## src/rtl/memWinPkg.sv

```systemverilog
package memWinPkg;
  localparam int NWIN        = 4;
  localparam int HOST_AW     = 24;
  localparam int CARD_AW     = 25;
  localparam int PAGE_SHIFT  = 12;
  localparam int IDX_W       = 6;
  localparam int CTRL_IDX    = 6;
  localparam int WIN_BASE    = 16;
  localparam int WIN_STRIDE  = 8;
  localparam int WIN_FIELDS  = 6;
  localparam int COARSE_LSB  = 5;
  localparam int PG_W        = HOST_AW - PAGE_SHIFT;
  localparam int OFF_W       = CARD_AW - PAGE_SHIFT;
  localparam int FLD_W       = $clog2(WIN_STRIDE);
  localparam int WIN_IDX_W   = $clog2(NWIN);

  typedef enum logic [FLD_W-1:0] {
    F_START_LO = 3'd0,
    F_START_HI = 3'd1,
    F_STOP_LO  = 3'd2,
    F_STOP_HI  = 3'd3,
    F_OFF_LO   = 3'd4,
    F_OFF_HI   = 3'd5
  } winField_e;

  typedef struct packed {
    logic            ctrlWr;
    logic [NWIN-1:0] winWr;
    winField_e       field;
    logic [7:0]      data;
  } regStrobe_t;
endpackage

```

## src/rtl/memWinCtrl.sv

```systemverilog
module memWinCtrl
  import memWinPkg::*;
(
  input  logic             clk,
  input  logic             rstN,
  input  logic             wrEn,
  input  logic [IDX_W-1:0] wrIdx,
  input  logic [7:0]       wrData,
  output regStrobe_t       strobe
);
  logic [NWIN-1:0] winHit;

  for (genvar i = 0; i < NWIN; i++) begin : g_dec
    localparam int BASE = WIN_BASE + i * WIN_STRIDE;
    assign winHit[i] = wrEn && (int'(wrIdx) >= BASE) && (int'(wrIdx) < BASE + WIN_FIELDS);
  end

  always_comb begin
    strobe.ctrlWr = wrEn && (int'(wrIdx) == CTRL_IDX);
    strobe.winWr  = winHit;
    strobe.field  = winField_e'(wrIdx[FLD_W-1:0]);
    strobe.data   = wrData;
  end

  // at most one register target per write, none when idle
  a_r11_single_target: assert property (@(posedge clk) disable iff (!rstN)
    $onehot0({strobe.ctrlWr, strobe.winWr}));
  a_r11_idle_quiet: assert property (@(posedge clk) disable iff (!rstN)
    !wrEn |-> ({strobe.ctrlWr, strobe.winWr} == '0));
endmodule

```

## src/rtl/memWinPath.sv

```systemverilog
module memWinPath
  import memWinPkg::*;
(
  input  logic                 clk,
  input  logic                 rstN,
  input  regStrobe_t           strobe,
  input  logic [HOST_AW-1:0]   hostAddr,
  output logic                 hit,
  output logic [WIN_IDX_W-1:0] winIdx,
  output logic [CARD_AW-1:0]   cardAddr,
  output logic                 attrSel,
  output logic                 wide16
);
  logic [PG_W-1:0]  startPg [NWIN];
  logic [PG_W-1:0]  stopPg  [NWIN];
  logic [OFF_W-1:0] offPg   [NWIN];
  logic [NWIN-1:0]  wideFlag;
  logic [NWIN-1:0]  attrFlag;
  logic [NWIN-1:0]  enMask;
  logic             fineDec;
  logic [NWIN-1:0]  matchVec;
  logic [PG_W-1:0]  hostPg;

  assign hostPg = hostAddr[HOST_AW-1:PAGE_SHIFT];

  always_ff @(posedge clk) begin
    if (!rstN) begin
      enMask  <= '0;
      fineDec <= 1'b0;
    end else if (strobe.ctrlWr) begin
      enMask  <= strobe.data[NWIN-1:0];
      fineDec <= strobe.data[5];
    end
  end

  for (genvar i = 0; i < NWIN; i++) begin : g_win
    always_ff @(posedge clk) begin
      if (!rstN) begin
        startPg[i]  <= '0;
        stopPg[i]   <= '0;
        offPg[i]    <= '0;
        wideFlag[i] <= 1'b0;
        attrFlag[i] <= 1'b0;
      end else if (strobe.winWr[i]) begin
        case (strobe.field)
          F_START_LO: startPg[i][7:0] <= strobe.data;
          F_START_HI: begin
            startPg[i][PG_W-1:8] <= strobe.data[PG_W-9:0];
            wideFlag[i]          <= strobe.data[7];
          end
          F_STOP_LO:  stopPg[i][7:0] <= strobe.data;
          F_STOP_HI:  stopPg[i][PG_W-1:8] <= strobe.data[PG_W-9:0];
          F_OFF_LO:   offPg[i][7:0] <= strobe.data;
          F_OFF_HI: begin
            offPg[i][OFF_W-1:8] <= strobe.data[OFF_W-9:0];
            attrFlag[i]         <= strobe.data[6];
          end
          default: ;
        endcase
      end
    end

    logic fineHit, coarseHit;
    assign fineHit   = (hostPg >= startPg[i]) && (hostPg <= stopPg[i]);
    assign coarseHit = (hostPg[PG_W-1:COARSE_LSB] >= startPg[i][PG_W-1:COARSE_LSB]) &&
                       (hostPg[PG_W-1:COARSE_LSB] <= stopPg[i][PG_W-1:COARSE_LSB]);
    assign matchVec[i] = enMask[i] && (fineDec ? fineHit : coarseHit);
  end

  logic [WIN_IDX_W-1:0] sel;
  always_comb begin
    sel = '0;
    for (int i = NWIN - 1; i >= 0; i--)
      if (matchVec[i]) sel = WIN_IDX_W'(i);
  end

  logic [OFF_W-1:0] cardPg;
  assign cardPg = OFF_W'(hostPg) + offPg[sel];

  always_comb begin
    hit      = |matchVec;
    winIdx   = hit ? sel : '0;
    cardAddr = hit ? {cardPg, hostAddr[PAGE_SHIFT-1:0]} : '0;
    attrSel  = hit && attrFlag[sel];
    wide16   = hit && wideFlag[sel];
  end

  a_r3_only_enabled: assert property (@(posedge clk) disable iff (!rstN)
    hit |-> enMask[winIdx]);
  a_r6_low_bits_pass: assert property (@(posedge clk) disable iff (!rstN)
    hit |-> (cardAddr[PAGE_SHIFT-1:0] == hostAddr[PAGE_SHIFT-1:0]));
  a_r9_lowest_wins: assert property (@(posedge clk) disable iff (!rstN)
    hit |-> ((matchVec & ((NWIN'(1) << winIdx) - NWIN'(1))) == '0));
  a_r2_ctrl_lands: assert property (@(posedge clk) disable iff (!rstN)
    strobe.ctrlWr |=> (enMask == $past(strobe.data[NWIN-1:0])));
  a_r1_reset_quiet: assert property (@(posedge clk)
    $past(!rstN) |-> !hit);
endmodule

```

## src/rtl/memWinXlate.sv

```systemverilog
module memWinXlate
  import memWinPkg::*;
(
  input  logic         clk,
  input  logic         rstN,
  input  logic         wrEn,
  input  logic [5:0]   wrIdx,
  input  logic [7:0]   wrData,
  input  logic [23:0]  hostAddr,
  output logic         hit,
  output logic [1:0]   winIdx,
  output logic [24:0]  cardAddr,
  output logic         attrSel,
  output logic         wide16
);
  regStrobe_t strobe;

  memWinCtrl u_ctrl (
    .clk    (clk),
    .rstN   (rstN),
    .wrEn   (wrEn),
    .wrIdx  (wrIdx),
    .wrData (wrData),
    .strobe (strobe)
  );

  memWinPath u_path (
    .clk      (clk),
    .rstN     (rstN),
    .strobe   (strobe),
    .hostAddr (hostAddr),
    .hit      (hit),
    .winIdx   (winIdx),
    .cardAddr (cardAddr),
    .attrSel  (attrSel),
    .wide16   (wide16)
  );
endmodule

```

## config.mk

```make
export PLATFORM = sky130hd
export DESIGN_NAME = memWinXlate
export DESIGN_NICKNAME = d
export VERILOG_FILES = /design/src/rtl/memWinPkg.sv /design/src/rtl/memWinCtrl.sv /design/src/rtl/memWinPath.sv /design/src/rtl/memWinXlate.sv
export SDC_FILE = /design/constraint.sdc
export NUM_CORES = 1
export LEC_CHECK = 0
export ABC_AREA = 1
export BUFFER_PORTS_ARGS = -buffer_cell sky130_fd_sc_hd__buf_2
export CELL_PAD_IN_SITES_DETAIL_PLACEMENT = 0
export CELL_PAD_IN_SITES_GLOBAL_PLACEMENT = 1
export CORE_UTILIZATION = 47
export CTS_CLUSTER_SIZE = 28
export DETAILED_ROUTE_END_ITERATION = 6
export HOLD_SLACK_MARGIN = 0.12
export PLACE_DENSITY = 0.81
export SLEW_MARGIN = 20
export SYNTH_ARGS = -nofsm -noshare
export SYNTH_HDL_FRONTEND = slang
export SYNTH_SLANG_ARGS = --single-unit
```

## constraint.sdc

```tcl
create_clock -name clk -period 9.4 [get_ports clk]
set_clock_uncertainty 0.15 [all_clocks]
set_input_delay 2.82 -clock clk [delete_from_list [all_inputs] [get_ports clk]]
set_output_delay 2.82 -clock clk [all_outputs]
set_load 0.05 [all_outputs]
```

Yosys cells after proc, flatten, opt, wreduce, memory -nomap -nowiden
Memory sizes are Yosys's and may differ from the RTL's.
Cells that the tools add are included.
{"block": "word_totals", "mem_bits_ro": 0, "latchBits": 0, "n_memories": 3, "elab_cells": 219, "mem_bits_rw": 148, "output_inout_bits": 30, "regBits": 13, "inputBits": 41}
{"memory": "u_path.offPg", "depth": 4, "word_bits": 13, "read_ports": 1, "rd_ports_with_merged_regs": 0, "write_ports": 4, "line": "memWinPath.sv:16", "rtl": "logic [OFF_W-1:0] offPg [NWIN];"}
{"memory": "u_path.startPg", "depth": 4, "word_bits": 12, "read_ports": 4, "rd_ports_with_merged_regs": 0, "write_ports": 4, "line": "memWinPath.sv:14", "rtl": "logic [PG_W-1:0] startPg [NWIN];"}
{"memory": "u_path.stopPg", "depth": 4, "word_bits": 12, "read_ports": 4, "rd_ports_with_merged_regs": 0, "write_ports": 4, "line": "memWinPath.sv:15", "rtl": "logic [PG_W-1:0] stopPg [NWIN];"}
{"block": "op_classes", "n_mul": 0, "bitwise_logic": 24, "reduce_logical": 33, "shift": 0, "addsub": 1, "order_cmp": 25, "div_mod_pow": 0, "n_mux": 117, "n_eq_ne": 6}
{"cell": "two-way mux 8 bit", "n": 12}
{"cell": "two-way mux 1 bit", "n": 85}
{"cell": ">= comparator 12 bit", "n": 4}
{"cell": "less-or-equal comparator 12 bit", "n": 4}
{"cell": "two-way mux 4 bit", "n": 8}
{"cell": ">= comparator 7 bit", "n": 4}
{"cell": "less-or-equal comparator 7 bit", "n": 4}
{"cell": "two-way mux 25 bit", "n": 1}
{"cell": "bitwise OR 1 bit", "n": 24}
{"cell": "logical AND 1 bit", "n": 23}
{"cell": "two-way mux 5 bit", "n": 4}
{"cell": "AND reduction 2 bit", "n": 8}
{"cell": "adder 12 x 13 -> 13 bit", "n": 1}
{"cell": ">= comparator 6 x 5 -> 1 bit (second input constant)", "n": 2}
{"cell": ">= comparator 6 bit (second input constant)", "n": 2}
{"cell": "< comparator 6 x 5 -> 1 bit (second input constant)", "n": 2}
{"cell": "< comparator 6 bit (second input constant)", "n": 2}
{"cell": "two-way mux 2 bit", "n": 5}
{"cell": "equality test 3 x 2 -> 1 bit (second input constant)", "n": 2}
{"cell": "equality test 3 bit (second input constant)", "n": 2}
{"cell": "equality test 6 x 4 -> 1 bit (second input constant)", "n": 1}
{"cell": "binary-select mux 1 bit (select 2 bit)", "n": 2}
{"cell": "OR reduction 4 bit", "n": 1}
{"cell": "equality test 3 x 1 -> 1 bit (second input constant)", "n": 1}
{"cell": "other kinds (2)", "n": 2}

Logic depth before layout (Yosys ltp)
Gate-level depths: netlist of the first run.
An unclocked memory read counts as a cell.
{"block": "logic_depth", "depth_word": 12, "ltp_mapped": 34, "depth_no_buf": 33}

Hierarchy
From an unflattened synthesis of the first run, not the netlist that was laid out.
{"block": "unflattened", "hier_cells": 1162, "area_unflattened_um2": 10037.1}
{"mod": "memWinPath", "seq_area_each_um2": 4704.5, "area_per_inst_um2": 9883.2, "n_inst": 1, "cells_each": 1133}
{"mod": "memWinCtrl", "seq_area_each_um2": 0.0, "area_per_inst_um2": 153.9, "n_inst": 1, "cells_each": 29}

Worst setup path after synthesis of the first run
OpenSTA, ideal clock, no wires.
{"block": "synth_path", "path_type": "input port to output port", "start": "in hostAddr[17]", "end": "out cardAddr[22]", "arrival_time_ns": 6.782, "n_path_buf": 1, "slack_ns": -0.352, "cell_stages": 29, "required_time_ns": 6.430, "path_cell_list": "inv_1 -> ha_1 -> nand2_1 -> nand2_1 -> nand2_1 -> nand2_1 -> nand2_1 -> nand3_1 -> nand2_1 -> nand3_1 -> nand2_1 -> nand2_1 -> nand2_1 -> nand2_2 -> nand2_4 -> inv_4 -> buf_4 -> o21ai_1 -> o22ai_1 -> ha_1 -> fa_1 -> nand3_1 -> and2_1 -> inv_1 -> a21oi_1 -> o21ai_0 -> nand2_1 -> inv_1 -> nor3_1"}
{"block": "synth_via", "elab_chain_len": 11, "word_cells_on_any_way": 40, "classes_between": "add/sub (1); order compare (16); mux (9); reduce/logical (13); memory (1)"}
{"element": "start, declared", "line": "memWinXlate.sv:9", "rtl": "input logic [23:0] hostAddr,"}
{"element": ">= comparator 12 bit, or another cell as far along", "line": "memWinPath.sv:64", "rtl": "assign fineHit = (hostPg >= startPg[i]) && (hostPg <= stopPg[i]);"}
{"element": "logical AND 1 bit, on equally long branches", "line": "memWinPath.sv:64, memWinPath.sv:65"}
{"element": "two-way mux 1 bit", "line": "memWinPath.sv:67", "rtl": "assign matchVec[i] = enMask[i] && (fineDec ? fineHit : coarseHit);"}
{"element": "logical AND 1 bit", "line": "memWinPath.sv:67"}
{"element": "two-way mux 2 bit (4 in series)", "line": "memWinPath.sv:74", "rtl": "if (matchVec[i]) sel = WIN_IDX_W'(i);"}
{"element": "memory read (4 x 13 bit)"}
{"element": "adder 12 x 13 -> 13 bit", "line": "memWinPath.sv:78", "rtl": "assign cardPg = OFF_W'(hostPg) + offPg[sel];"}
{"element": "two-way mux 25 bit *", "line": "memWinPath.sv:83", "rtl": "cardAddr = hit ? {cardPg, hostAddr[PAGE_SHIFT-1:0]} : '0;"}
{"element": "end, declared", "line": "memWinXlate.sv:12", "rtl": "output logic [24:0] cardAddr,"}
Mark *: on every way between the ends. The rest lies on a longest branch, timed or not.

Worst setup path in the final report of the first run
{"block": "layout_path", "start": "in hostAddr[22]", "end": "out cardAddr[24]"}
Same word-level chain as after synthesis.

==> results.json, run 1 <==
{
  "slew_viol_final": 0,
  "synth_ff_type": "edfxtp_1",
  "hold_viol_final": 0,
  "grt_use_met2": 0.4288,
  "grt_max_degree": 58,
  "regToRegSetupSlack_ps": 8240,
  "synthTopCellsByArea": "edfxtp_1 44%, ha_1 15%, nor2_1 8.7%",
  "path_delay_family": "simple AND/OR/NAND/NOR gates",
  "syn_inst": 1163,
  "num_io_pins": 71,
  "cts_made_buffers": 17,
  "ys_async_sr_fraction": 0,
  "post_drt_wl_per_cell_um": 17.24,
  "core_area_um2": 20560,
  "r2r_start": "u_path.fineDec",
  "ir_drop_mv": 0.1341,
  "root_buffer": "clkbuf_16",
  "gp_congestion": 0.8608,
  "failed_checks": "negative setup slack",
  "syn_area_um2": 9998,
  "grt_pass1_vias": 7868,
  "path_buf_inv": 8,
  "setup_viol_count_final": 1,
  "worstRegToRegCells": 2,
  "sw_frac_of_total": 0.2925,
  "timing.hold.ws_ps": 325.1,
  "finalNetCount": 1485,
  "synth_fa_ha_area_frac": 0.1484,
  "ys_ff_latch": 161,
  "synthSimpleGateAreaFrac": 0.2075,
  "r2r_end": "u_path.fineDec",
  "worstSetupEndpoint": "cardAddr[24]",
  "clock_sink_count": 161,
  "vias": 8385,
  "busiest_layer": "met2",
  "dieArea_um2": 21860,
  "place_inst": 1557,
  "die_h_um": 147.9,
  "max_stage_delay_ps": 220,
  "crit_type": "primary input to primary output",
  "worstSetupEndpointType": "primary output",
  "max_cap_viol_count": 0,
  "synth_xor_area_frac": 0.003504,
  "crit_start": "hostAddr[22]",
  "p_leak_nw": 5.885,
  "p_switching_uw": 539.2,
  "drt-initial-drc-count": 716,
  "drc": 0,
  "pwr-share-clk": 0.376,
  "syn_nets": 1322,
  "synth_top_family_by_area": "simple AND/OR/NAND/NOR gates",
  "die-width_um": 147.9,
  "cts.path.max_buffers": 2,
  "cp_num_cells": 33,
  "period_needed_ps": 9448,
  "synth_edf_count": 148,
  "max_freq_ghz": 0.1058,
  "grt_pass1_wl_um": 42440,
  "yosysWarnings": 0,
  "crit_top_cell": "nand2_2",
  "rows": 52,
  "p_int_mw": 1.304,
  "cp_max_fo": 9,
  "rsz0062_at_grt": "yes",
  "htree_levels": 4,
  "fin_util": 0.6301,
  "cts_hold_buf": 0,
  "fin_setup_tns_ps": -47.73,
  "pwr-share-seq": 0.449,
  "avgSynthCellArea_um2": 8.597,
  "antenna_found_initial": 0,
  "clk-insertion-delay-late_ps": 440,
  "synthMuxAreaShare": 0,
  "cp_slowest_cell": "ha_4",
  "io_buffer_count": 70,
  "drt-total-wl_um": 27740,
  "power_frac_comb": 0.175,
  "via_per_inst": 5.211,
  "fin_crit_sh": 1.005,
  "clkTransAtPathRegs_ps": 70,
  "yosys.area.top_type": "edfxtp_1",
  "grtUsageTotal": 0.2616,
  "hpwlAfterDp_um": 18860,
  "yosysTopAreaCellShare": 0.4445,
  "hp-class": "flip-flop to flip-flop",
  "power_density_nw_per_um2": 142.3,
  "met1_usage": 0.3580,
  "tightest_slew_ps": 1131,
  "syn2layout_area_growth_pct": 29.56,
  "outcome": "complete, but fails checks",
  "start_util": 0.4863,
  "diodes": 0,
  "cts_tree": "yes",
  "relSlewSlack": 0.2411,
  "ys_types": 37,
  "synth_compound_area_frac": 0.08334,
  "critPathRequiredTime_ps": 6430,
  "arrival_ps": 6480,
  "grt_overflow": 0,
  "postRouteAntennaNets": 0,
  "use_met3": 0.03889,
  "setup_ws_ps": -47.73,
  "yosysSeqAreaShare": 0.4705,
  "instances_no_fill": 1609,
  "drtPass1Iterations": 5,
  "drive_above_1_share": 0.2644,
  "critPathLaunchType": "primary input"
}
[state kept, by name (all words and copies together), names as in the netlist]
register         count
u_path.attrFlag      4
u_path.enMask        4
u_path.fineDec       1
u_path.offPg        52
u_path.startPg      48
u_path.stopPg       48
u_path.wideFlag      4
[power by group through the flow]
stage	Combinational, mW	Sequential (mW)	Clock, mW
final	0.323	0.828	0.693
after global routing	0.361	0.831	0.720
after CTS	0.300	0.826	0.697
after detailed placement	0.267	0.841	0
after global placement	0.264	0.840	0
after floorplan	0.158	0.836	0
[Yosys cell counts (12+ instances only)]
master / instances
inv_1: 178
nand2_1: 179
a21oi_1: 56
nand3_1: 50
nor2_1: 233
o22ai_1: 16
o21ai_1: 29
o21ai_0: 40
nor3_1: 12
ha_1: 117
nand4_1: 13
edfxtp_1: 148
dfxtp_1: 13
clkbuf_1: 19
[layer usage]
metal  vias up  wire, um
met2       287     12970
met3        35      1843
li1       4162         -
met1      3901     12350
met4         0       567
met5         -         0
[how the worst min path moves through the flow]
stage | start | endpoint | slack (ps) | cells past startpoint
floorplan | u_path.wideFlag[1] | u_path.wideFlag[1] | 300 | 2
global placement | u_path.wideFlag[0] | u_path.wideFlag[0] | 310 | 2
detailed placement | u_path.attrFlag[2] | u_path.attrFlag[2] | 320 | 2
CTS | u_path.wideFlag[2] | u_path.wideFlag[2] | 330 | 2
global route | u_path.attrFlag[2] | u_path.attrFlag[2] | 340 | 2
finish | u_path.attrFlag[2] | u_path.attrFlag[2] | 330 | 2
[cell usage in the layout, fill, tap and decap left out, drive strengths merged, types with 5 or more instances in the layout]
cell,synthesis,final
a21o,5,5
a21oi,59,59
buf,11,173
clkbuf,19,17
clkinv,4,9
dfxtp,13,13
edfxtp,148,148
ha,117,117
inv,188,198
nand2,184,184
nand3,50,50
nand4,13,13
nor2,237,237
nor3,12,12
o21ai,69,69
o22ai,16,16
[through the flow]
stage / instance area [um2] / setup slack [ps] / total power [mW]
finish: 12950 / -47.73 / 1.843
global route: 12950 / -241.4 / 1.911
CTS: 12520 / -49.96 / 1.823
detailed placement: 11230 / -544.7 / 1.108
global placement: 11230 / -476.5 / 1.104
floorplan: 10020 / 14.96 / 0.9944
[cell type report]
| class | count | area (um2) |
|---|---|---|
| fill | 1736 | 7606 |
| multi-input combinational | 780 | 5220 |
| sequential | 161 | 4705 |
| timing repair buffer | 173 | 1359 |
| inverter | 192 | 732.0 |
| clock buffer | 17 | 425.4 |
| tap | 270 | 337.8 |
| clock inverter | 15 | 168.9 |
| timing repair inverter | 1 | 6.256 |
[logic make-up after synthesis]
| group | count (synthesis) |
|---|---|
| AOI/OAI and AO/OA | 155 |
| adders and majority gates | 118 |
| xor gates and xnor gates | 4 |
| DFF | 161 |
| buffers and inverters | 222 |
| and+or+nand+nor | 503 |
[tightest hold or removal path: stages, from the launching register on]
cell and delay, ps:
dfxtp_1 300, inv_1 60, o22ai_1 70
[repair_timing]
action                                  CTS  global route
pin swaps                                49            66
gates cloned                              1             0
endpoints found under the setup margin    9            10
setup buffers                            11            10
hold endpoints to repair                  0             0
gates resized for setup                 119            93
No activity file was read; power rests on OpenSTA's default activity.
==> run 2, diff against run 1 <==
--- a/config.mk
+++ b/config.mk
@@ -5,11 +5,10 @@
 export SDC_FILE = /design/constraint.sdc
 export NUM_CORES = 1
 export LEC_CHECK = 0
-export ABC_AREA = 1
 export BUFFER_PORTS_ARGS = -buffer_cell sky130_fd_sc_hd__buf_2
 export CELL_PAD_IN_SITES_DETAIL_PLACEMENT = 0
 export CELL_PAD_IN_SITES_GLOBAL_PLACEMENT = 1
-export CORE_UTILIZATION = 47
+export CORE_UTILIZATION = 49
 export CTS_CLUSTER_SIZE = 28
 export DETAILED_ROUTE_END_ITERATION = 6
 export HOLD_SLACK_MARGIN = 0.12
==> run 2 against run 1 <==
Net effect: the flow still finishes with violations (negative setup slack); final cell count fell by 9.3%; critical path type unchanged; design area rose by 2.9%; global-route usage rose by 1.7 points; synthesized cell count fell by 14%; core utilization rose by 2.5 points; via count fell by 4.3%; sequential share of layout area fell by 1.0 points.
==> results.json, run 2 <==
{
  "outcome": "complete, but fails checks",
  "failed_checks": "negative setup slack",
  "cp_max_fo": 6,
  "synth_ff_type": "edfxtp_1",
  "drive_above_1_share": 0.2767,
  "antenna_found_initial": 2,
  "clkTransAtPathRegs_ps": 70,
  "drt-initial-drc-count": 498,
  "tightest_slew_ps": 1057,
  "timing.hold.ws_ps": 324.6,
  "hold_viol_final": 0,
  "die_h_um": 146.6,
  "hpwlAfterDp_um": 19750,
  "core_area_um2": 20360,
  "layout_commonest_cell": "and2_1",
  "grt_overflow": 0,
  "ir_drop_mv": 0.1237,
  "die-width_um": 146.6,
  "yosysSeqAreaShare": 0.4592,
  "hp-class": "flip-flop to flip-flop",
  "multi_input_area_um2": 5700,
  "setup_ws_ps": -800.0,
  "crit_type": "primary input to primary output",
  "final_cell_mix": "164 x and2_1, 148 x edfxtp_1, 108 x inv_1",
  "fillCellCount": 1613,
  "rsz0062_at_grt": "yes",
  "ys_ff_latch": 161,
  "synth_edf_count": 148,
  "gp_congestion": 0.8717,
  "setup_viol_count_final": 9,
  "grt_pass1_wl_um": 44550,
  "relSlewSlack": 0.2880,
  "ys_async_sr_fraction": 0,
  "period_needed_ps": 10200,
  "dieArea_um2": 21490,
  "ff_latch_area_um2": 4705,
  "vias": 8028,
  "yosys.area.top_type": "edfxtp_1",
  "io_buffer_count": 70,
  "largestRegisters": "u_path.offPg (52), u_path.startPg (48), u_path.stopPg (48)",
  "yosysTopAreaCellShare": 0.4338,
  "grt_max_degree": 34,
  "slew_viol_final": 0,
  "grtUsageTotal": 0.2790,
  "worstSetupEndpointType": "primary output",
  "cts_made_buffers": 17,
  "yosysWarnings": 0,
  "root_buffer": "clkbuf_16",
  "arrival_ps": 7230,
  "critPathRequiredTime_ps": 6430,
  "syn_nets": 1154,
  "max_freq_ghz": 0.09804,
  "start_util": 0.5031,
  "drc": 0,
  "p_leak_nw": 5.706,
  "yosysMostFrequentCell": "and2_1",
  "cts.path.max_buffers": 2,
  "clock_sink_count": 161,
  "fin_crit_sh": 1.085,
  "critPathLaunchType": "primary input",
  "ys_types": 61,
  "finalPower_mw": 1.850,
  "syn2layout_area_growth_pct": 30.10,
  "clk-insertion-delay-late_ps": 440,
  "num_io_pins": 71,
  "largest-register": "u_path.offPg",
  "synth_commonest_cells": "170 x and2_1, 148 x edfxtp_1, 117 x ha_1",
  "drtPass1Iterations": 5,
  "rows": 52,
  "finalNetCount": 1335,
  "syn_inst": 995,
  "syn_area_um2": 10250,
  "drt-total-wl_um": 29070,
  "via_per_inst": 5.502,
  "max_cap_viol_count": 0,
  "htree_levels": 4,
  "largest_reg_flops": 52,
  "postRouteAntennaNets": 0,
  "power_density_nw_per_um2": 138.8,
  "avgSynthCellArea_um2": 10.30,
  "cts_tree": "yes",
  "post_drt_wl_per_cell_um": 19.92,
  "grt_pass1_vias": 8075,
  "synthTopCellsByArea": "edfxtp_1 43%, ha_1 14%, and2_1 10%",
  "diodes": 0
}
## run 2: what timing repair did
| action | in CTS | in global routing |
|---|---|---|
| pin swaps | 54 | 26 |
| setup endpoints to repair | 11 | 12 |
| hold buffers | 0 | 0 |
| buffers inserted | 26 | 4 |
| gates resized for setup | 124 | 37 |
## run 2: layer usage
layer / global-route usage / share of wire
met1: 0.3484 / 0.41
met2: 0.4775 / 0.50
met3: 0.04813 / 0.053
met4: 0.1125 / 0.034
met5: 0 / 0
## run 2: area by class of cell
class / count / area share
clock buffers: 17 / 0.03191
clock inverters: 15 / 0.01258
inverters: 111 / 0.03182
multi-input cells: 693 / 0.4276
flip-flops and latches: 161 / 0.3529
well taps: 270 / 0.02534
repair buffers: 192 / 0.1178
## run 2: logic make-up after synthesis
| logic type | Yosys count | share of synthesized area |
|---|---|---|
| AND/OR/NAND/NOR | 356 | 0.1962 |
| AO/OA/AOI/OAI | 190 | 0.1182 |
| flip-flops | 161 | 0.4592 |
| buffers and inverters | 141 | 0.05422 |
| adder cells (fa/ha/maj) | 118 | 0.1448 |
| multiplexers | 21 | 0.02052 |
| XOR/XNOR | 8 | 0.006838 |
## run 2: power breakdown
part / internal [mW] / leakage, nW / switching [mW]
logic: 0.146 / 3.91 / 0.182
registers: 0.814 / 1.51 / 0.0127
clock network: 0.357 / 0.286 / 0.339
total: 1.32 / 5.71 / 0.533
## run 2: per-stage QoR
step                      cells  setup slack [ps]    util  instance area (um2)  setup TNS [ps]
after floorplan             995            -538.5       -                10380           -2033
after global placement     1411            -937.1  0.5788                11790           -5982
after detailed placement   1411             -1046  0.5788                11790           -6745
after CTS                  1460            -785.6  0.6454                13140           -4200
after global routing       1459             -1024  0.6546                13330           -6487
final                      1459            -800.0  0.6546                13330           -4669
## run 2: critical path, cell delays in order
cell      delay, ps
buf_4           170
buf_12          140
ha_1            310
and3_4          210
nand3_4         100
nor2_4          140
o311ai_4        110
o41ai_4         460
buf_4           190
a21oi_4          40
buf_12          140
a211oi_4        220
a21oi_2          50
ha_2            190
fa_2            400
a21oi_2         130
o21bai_1        100
a21o_1          160
a21o_1          200
a21oi_2         190
o21ai_2         100
nor4_4          190
o21ai_2         120
mux2i_4         140
buf_6           170
## run 2: worst paths after layout
check / start / slack [ps] / end / cells after the start
max: hostAddr[18] / -800 / cardAddr[24] / 25
max reg2reg: u_path.fineDec / 8280 / u_path.fineDec / 2
min reg2reg: u_path.attrFlag[1] / 320 / u_path.attrFlag[1] / 2
min: u_path.attrFlag[1] / 320 / u_path.attrFlag[1] / 2
==> run 3, diff against run 2 <==
--- a/config.mk
+++ b/config.mk
@@ -8,6 +8,7 @@
 export BUFFER_PORTS_ARGS = -buffer_cell sky130_fd_sc_hd__buf_2
 export CELL_PAD_IN_SITES_DETAIL_PLACEMENT = 0
 export CELL_PAD_IN_SITES_GLOBAL_PLACEMENT = 1
+export CORE_MARGIN = 2
 export CORE_UTILIZATION = 49
 export CTS_CLUSTER_SIZE = 28
 export DETAILED_ROUTE_END_ITERATION = 6
==> run 3 against run 2 <==
Net effect: the flow still finishes with violations (negative setup slack); sequential share of layout area rose by 0.85 points; die area rose by 2.7%; final cell count barely moved; via count fell by 2.1%; worst hold slack got worse by 0.84 ps; clock power rose by 3.6%; design area fell by 2.4%; register-to-register slack barely moved; combinational power fell by 8.5%; clock-buffer cell count rose by 6; wire length fell by 4.0%; critical path type unchanged; largest cell class unchanged.
==> results.json, run 3 (synthesis gave the netlist of run 2 again) <==
{
  "clkTransAtPathRegs_ps": 60,
  "relSlewSlack": 0.4252,
  "hpwlAfterDp_um": 19370,
  "fin_util": 0.6392,
  "grtUsageTotal": 0.2561,
  "antenna_found_initial": 0,
  "clock_sink_count": 161,
  "core_area_um2": 20360,
  "use_met3": 0.04693,
  "fin_setup_tns_ps": -6958,
  "grt_pass1_wl_um": 42040,
  "grt_use_met2": 0.4289,
  "cts_made_buffers": 17,
  "cts_tree": "yes",
  "die-width_um": 148.6,
  "largestRegisters": "u_path.offPg (52), u_path.startPg (48), u_path.stopPg (48)",
  "gp_congestion": 0.8545,
  "critPathRequiredTime_ps": 6430,
  "cts.path.max_buffers": 2,
  "drc": 0,
  "final_cell_mix": "164 x and2_1, 148 x edfxtp_1, 111 x buf_4",
  "grt_pass1_vias": 7510,
  "drive_above_1_share": 0.2546,
  "max_cap_viol_count": 0,
  "worstSetupEndpointType": "primary output",
  "power_density_nw_per_um2": 141.9,
  "crit_type": "primary input to primary output",
  "failed_checks": "negative setup slack",
  "via_per_inst": 5.382,
  "cts_hold_buf": 0,
  "clk-insertion-delay-late_ps": 430,
  "cp_slowest_cell": "or4_1",
  "place_inst": 1400,
  "fin_crit_sh": 1.106,
  "arrival_ps": 7420,
  "tightest_slew_ps": 853.2,
  "instances_no_fill": 1460,
  "largest-register": "u_path.offPg",
  "setup_ws_ps": -992.6,
  "p_leak_nw": 5.656,
  "finalNetCount": 1336,
  "dieArea_um2": 22080,
  "vias": 7857,
  "grt_max_degree": 34,
  "met1_usage": 0.3393,
  "drt-initial-drc-count": 445,
  "postRouteAntennaNets": 0,
  "hp-class": "flip-flop to flip-flop",
  "max_freq_ghz": 0.09622,
  "rows": 52,
  "ir_drop_mv": 0.1093,
  "die_h_um": 148.6,
  "htree_levels": 4,
  "rsz0062_at_grt": "yes",
  "period_needed_ps": 10390,
  "slew_viol_final": 0,
  "layout_commonest_cell": "and2_1",
  "hold_viol_final": 0,
  "syn2layout_area_growth_pct": 27.04,
  "pre_cts_ws_ps": -1090,
  "root_buffer": "clkbuf_16",
  "num_io_pins": 71,
  "largest_reg_flops": 52,
  "max_stage_delay_ps": 440,
  "drtPass1Iterations": 4,
  "critPathLaunchType": "primary input",
  "grt_overflow": 0,
  "drt-total-wl_um": 27900,
  "start_util": 0.5031,
  "post_drt_wl_per_cell_um": 19.11,
  "io_buffer_count": 70,
  "setup_viol_count_final": 11,
  "cp_max_fo": 5,
  "busiest_layer": "met2",
  "outcome": "complete, but fails checks",
  "diodes": 0,
  "crit_top_cell": "a21oi_2"
}
run 3: cell types whose count changed in the layout (fill, tap and decap cells not counted), sizes merged:
| cell | change |
|---|---|
| clkbuf | +7 |
| inv | -7 |
| clkinvlp | +1 |
| bufinv | +3 |
| clkinv | -3 |
run 3: area by class of cell:
cell class | instances | area (um2)
Clock buffer | 23 | 478.0
Clock inverter | 9 | 131.4
Fill cell | 1659 | 7348
Inverter | 111 | 424.2
Multi-Input combinational cell | 693 | 5456
Sequential cell | 161 | 4705
Tap cell | 270 | 337.8
Timing Repair Buffer | 193 | 1484
run 3: power by group:
| part | leakage, nW | switching, mW | internal (mW) |
|---|---|---|---|
| clock | 0.291 | 0.281 | 0.439 |
| sequential | 1.51 | 0.0121 | 0.815 |
| combinational | 3.85 | 0.170 | 0.131 |
run 3: critical path: cells and delay by family:
family	cells	cell delay [ps]
buf+inv	7	1110
simple gates	4	770
compound gates	12	1690
mux	1	150
fa+ha+maj	3	850
run 3: final timing paths:
check | startpoint | end | slack, ps | depth (start not counted)
worst max-delay path | hostAddr[12] | cardAddr[24] | -990 | 27
worst min-delay path | u_path.attrFlag[2] | u_path.attrFlag[2] | 320 | 2
worst max register to register | u_path.fineDec | u_path.fineDec | 8280 | 2
worst min register to register | u_path.attrFlag[2] | u_path.attrFlag[2] | 320 | 2
run 3: layer usage:
layer / vias up / routed length [um]
met5: - / 0
met4: 0 / 571
met3: 42 / 1388
met2: 203 / 13650
met1: 3758 / 12290
li1: 3854 / -
run 3: metrics by stage:
step                power, mW  area (um2)  hold WS [ps]
floorplan              0.9877       10380         295.4
global placement        1.100       11650         308.7
detailed placement      1.106       11650         311.3
CTS                     1.829       12660         323.6
global route            1.912       13020         355.2
finish                  1.847       13020         323.8
run 3: timing repair:
item,in CTS,in global routing
buffers inserted,22,9
gates resized for setup,70,46
pin swaps,36,26
gates cloned,0,0
setup endpoints to repair,11,12
